[src/rtl/mag_cmp_pkg.sv]
package mag_cmp_pkg;
  // Verdict of a partial comparison.
  typedef enum logic [1:0] {
    REL_EQ = 2'd0,
    REL_GT = 2'd1,
    REL_LT = 2'd2
  } rel_e;
endpackage

[src/rtl/mag_cmp_bit.sv]
module mag_cmp_bit
  import mag_cmp_pkg::*;
(
  input  logic a_bit,
  input  logic b_bit,
  output rel_e rel_o
);
  always_comb begin
    if (a_bit == b_bit) rel_o = REL_EQ;
    else if (a_bit)     rel_o = REL_GT;
    else                rel_o = REL_LT;
  end
endmodule

[src/rtl/mag_cmp_chain.sv]
module mag_cmp_chain
  import mag_cmp_pkg::*;
#(
  parameter int DATA_W = 4
) (
  input  rel_e bit_rel_i [DATA_W],
  output rel_e word_rel_o
);
  localparam int TOP_BIT = DATA_W - 1;

  // The first non-equal verdict, scanning from the top, wins.
  always_comb begin
    word_rel_o = REL_EQ;
    for (int i = TOP_BIT; i >= 0; i--) begin
      if (word_rel_o == REL_EQ) word_rel_o = bit_rel_i[i];
    end
  end
endmodule

[src/rtl/mag_cmp_cascade.sv]
module mag_cmp_cascade
  import mag_cmp_pkg::*;
(
  input  rel_e word_rel_i,
  input  logic casc_gt_i,
  input  logic casc_lt_i,
  input  logic casc_eq_i,
  output logic gt_o,
  output logic lt_o,
  output logic eq_o
);
  always_comb begin
    case (word_rel_i)
      REL_GT: {gt_o, lt_o, eq_o} = 3'b100;
      REL_LT: {gt_o, lt_o, eq_o} = 3'b010;
      default: begin
        // Equal words: the carry-in decides; the equal carry dominates,
        // and each ordered output survives unless the opposite carry or
        // the equal carry is raised.
        gt_o = ~casc_eq_i & ~casc_lt_i;
        lt_o = ~casc_eq_i & ~casc_gt_i;
        eq_o = casc_eq_i;
      end
    endcase
  end
endmodule

[src/rtl/mag_cmp_stage.sv]
module mag_cmp_stage
  import mag_cmp_pkg::*;
#(
  parameter int DATA_W = 4
) (
  input  logic [DATA_W-1:0] a_word,
  input  logic [DATA_W-1:0] b_word,
  input  logic              casc_gt_i,
  input  logic              casc_lt_i,
  input  logic              casc_eq_i,
  output logic              gt_o,
  output logic              lt_o,
  output logic              eq_o
);
  rel_e bit_rel [DATA_W];
  rel_e word_rel;

  for (genvar i = 0; i < DATA_W; i++) begin : g_bit
    mag_cmp_bit u_bit (
      .a_bit (a_word[i]),
      .b_bit (b_word[i]),
      .rel_o (bit_rel[i])
    );
  end

  mag_cmp_chain #(.DATA_W(DATA_W)) u_chain (
    .bit_rel_i  (bit_rel),
    .word_rel_o (word_rel)
  );

  mag_cmp_cascade u_casc (
    .word_rel_i (word_rel),
    .casc_gt_i  (casc_gt_i),
    .casc_lt_i  (casc_lt_i),
    .casc_eq_i  (casc_eq_i),
    .gt_o       (gt_o),
    .lt_o       (lt_o),
    .eq_o       (eq_o)
  );
endmodule

[config.mk]
export PLATFORM = sky130hd
export DESIGN_NAME = mag_cmp_stage
export DESIGN_NICKNAME = d
export VERILOG_FILES = /design/src/rtl/mag_cmp_pkg.sv /design/src/rtl/mag_cmp_bit.sv /design/src/rtl/mag_cmp_chain.sv /design/src/rtl/mag_cmp_cascade.sv /design/src/rtl/mag_cmp_stage.sv
export SDC_FILE = /design/constraint.sdc
export NUM_CORES = 1
export LEC_CHECK = 0
export BUFFER_PORTS_ARGS = -buffer_cell sky130_fd_sc_hd__buf_2
export CAP_MARGIN = 20
export CORE_AREA = 2 2 39 41
export DETAILED_ROUTE_END_ITERATION = 7
export DIE_AREA = 0 0 41 43
export GPL_TIMING_DRIVEN = 0
export PLACE_DENSITY = 0.42
export SYNTH_ARGS = -nofsm -noshare
export SYNTH_HDL_FRONTEND = slang
export SYNTH_HIERARCHICAL = 1
export SYNTH_SLANG_ARGS = --single-unit
[constraint.sdc]
create_clock -name vclk -period 3.2
set_input_delay 0.8 -clock vclk [all_inputs]
set_output_delay 0.8 -clock vclk [all_outputs]
set_load 0.03 [all_outputs]
==> run metrics <==
number of placed cells counting well taps=56; Post-Route WL=380 um; post-synthesis instance total=26; final RePlAce weighted congestion=0.6471; hold buffer count at CTS=0; Antenna Diode Count=0; share of layout cells above drive strength 1=0.6098; hold-critical path depth=3; first element of the critical path=b_word[1]; routed len/inst=6.667 um; status=finished clean; count of standard-cell rows=14; IO Port Bufs=14; Min-Delay Endpoint=eq_o; Pre-Repair DR Iteration Count=2; critical hold path startpoint=casc_eq_i; number of failing hold endpoints at the final stage=0; number of max-capacitance violations reported=0; first-pass GRT wire length=565 um; global routing usage summed across all routing layers=0.04196; largest net degree at the start of global routing=4; Die Footprint=0.001763 mm^2; horizontal die dimension=41 um; count of routing violations after the opening detailed-route iteration=1; category of the critical setup timing path=primary input to output port; kind of end point of the critical path=output port; top fanout value on the critical path=3; number of global-route vias before repair=164; Post-Synthesis Net Count=39; total DRC errors in the routed layout=0; core area=0.001384 mm^2; initial standard-cell utilization of the core=0.1293; fin crit share=0.9760; number of pins exceeding their max-slew limit in the final report=0; global route overflow=0; sequential share of the synthesized area=0; cell type with the largest total area after synthesis=sky130_fd_sc_hd__and2b_2; Critical Path RT=2.40 ns; filler cell count=157; summed instance area of the synthesized netlist=178.9 um^2; worst-margin pin slew=0.3743 ns; setup repair after global routing missed its margin=true; normalized max-slew margin=0.7500; clk_buf instances=0; Hold Crit Class=primary input to output port; mean number of vias per cell=3.737; Worst Path Arrival=2.32 ns; number of placed I/O pins=14; non-filler instance count after layout=57; IR drop worst, VDD=0.00006900 V; leakage power=0.0001578 uW; number of routed nets with antenna violations=0; final setup violating endpoints=0; die span in y=43 um; Avg Inst Size Synth=6.882 um^2; most common cell after layout, fill and taps aside=sky130_fd_sc_hd__buf_2; Layout Nets=56; ratio of total power to cell area=204.8 mW/mm^2; worst hold margin=1.999 ns; Ys Warns=6; Design Power=64.31 uW; commonest cells after routing, fill and taps aside=12 x sky130_fd_sc_hd__buf_2, 5 x sky130_fd_sc_hd__inv_1, 4 x sky130_fd_sc_hd__nor2b_1, 4 x sky130_fd_sc_hd__and2b_2, 3 x sky130_fd_sc_hd__a21oi_1; synthesis-to-finish area growth=75.52%; dominant cells by area after synthesis=sky130_fd_sc_hd__and2b_2 20%, sky130_fd_sc_hd__ha_1 14%, sky130_fd_sc_hd__nor2b_1 14%; routed vias=213; fmax=320.2 MHz; flip-flop and latch count=0; library cells used by synthesis=11; antenna violations before repair=0; critical path launch point type=primary input; register area=0 um^2; share of the synthesized area in the top cell type=0.1958; shortest clock period the worst path allows after layout=3.123 ns
-- synthesized netlist by cell type --
| cell type | instances |
|---|---|
| sky130_fd_sc_hd__mux2_2 | 2 |
| sky130_fd_sc_hd__and2b_2 | 4 |
| sky130_fd_sc_hd__o31ai_1 | 1 |
| sky130_fd_sc_hd__and2_2 | 1 |
| sky130_fd_sc_hd__nor2b_1 | 4 |
| sky130_fd_sc_hd__nand2b_1 | 1 |
| sky130_fd_sc_hd__o311ai_1 | 1 |
| sky130_fd_sc_hd__inv_1 | 5 |
| sky130_fd_sc_hd__a21oi_1 | 3 |
| sky130_fd_sc_hd__nor2_1 | 2 |
| sky130_fd_sc_hd__ha_1 | 2 |
-- report_power, final --
group	total [uW]	internal (uW)	leakage (uW)	switching (uW)
clock network	0	0	0	0
logic	64.3	33.0	0.000158	31.3
registers	0	0	0	0
-- cell families after synthesis --
logic type / count (synthesis) / synth area share
compound gates: 5 / 0.1748
fa+ha+maj: 2 / 0.1398
buf+inv: 5 / 0.1049
mux: 2 / 0.1259
simple gates: 12 / 0.4546
-- area by class of cell --
type / count / area, um^2 / area share
repair buffers: 15 / 90.09 / 0.2869
well taps: 16 / 20.02 / 0.06375
inverters: 5 / 18.77 / 0.05976
multi-input cells: 21 / 185.2 / 0.5896
-- metal layers --
metal  vias to the layer above  track usage  wire length (um)
li1                        115            -                 -
met1                        88      0.06013               160
met2                        10      0.07188               179
met3                         0            0                40
met4                         0            0                 0
met5                         -            0                 0
-- worst max path at each step --
stage	end	cells past startpoint
3_3_place_gp	lt_o	9
2_1_floorplan	gt_o	7
4_1_cts	lt_o	9
3_5_place_dp	lt_o	9
6_report	lt_o	9
5_1_grt	lt_o	9
-- through the flow --
stage            TNS, ns  worst slack, ns  utilization  cell area, um^2
2_1_floorplan          0           0.2656            -            178.9
3_3_place_gp           0         0.006119       0.1944            269.0
3_5_place_dp   -0.009990        -0.006011       0.1944            269.0
4_1_cts                0          0.05167       0.1980            274.0
5_1_grt         -0.02654         -0.01666       0.2269            314.1
6_report               0          0.07674       0.2269            314.1
-- critical path, stage by stage --
cell	delay [ns]
sky130_fd_sc_hd__buf_2	0.10
sky130_fd_sc_hd__and2b_2	0.19
sky130_fd_sc_hd__inv_1	0.05
sky130_fd_sc_hd__a21oi_1	0.06
sky130_fd_sc_hd__o31ai_2	0.25
sky130_fd_sc_hd__inv_1	0.11
sky130_fd_sc_hd__ha_4	0.29
sky130_fd_sc_hd__mux2_2	0.34
sky130_fd_sc_hd__buf_6	0.14
-- repair_timing --
action	CTS	global route
setup buffers	0	1
pin swaps	0	2
gates resized for setup	1	8
setup endpoints to repair	2	2
(Power assumes the default switching activity.)
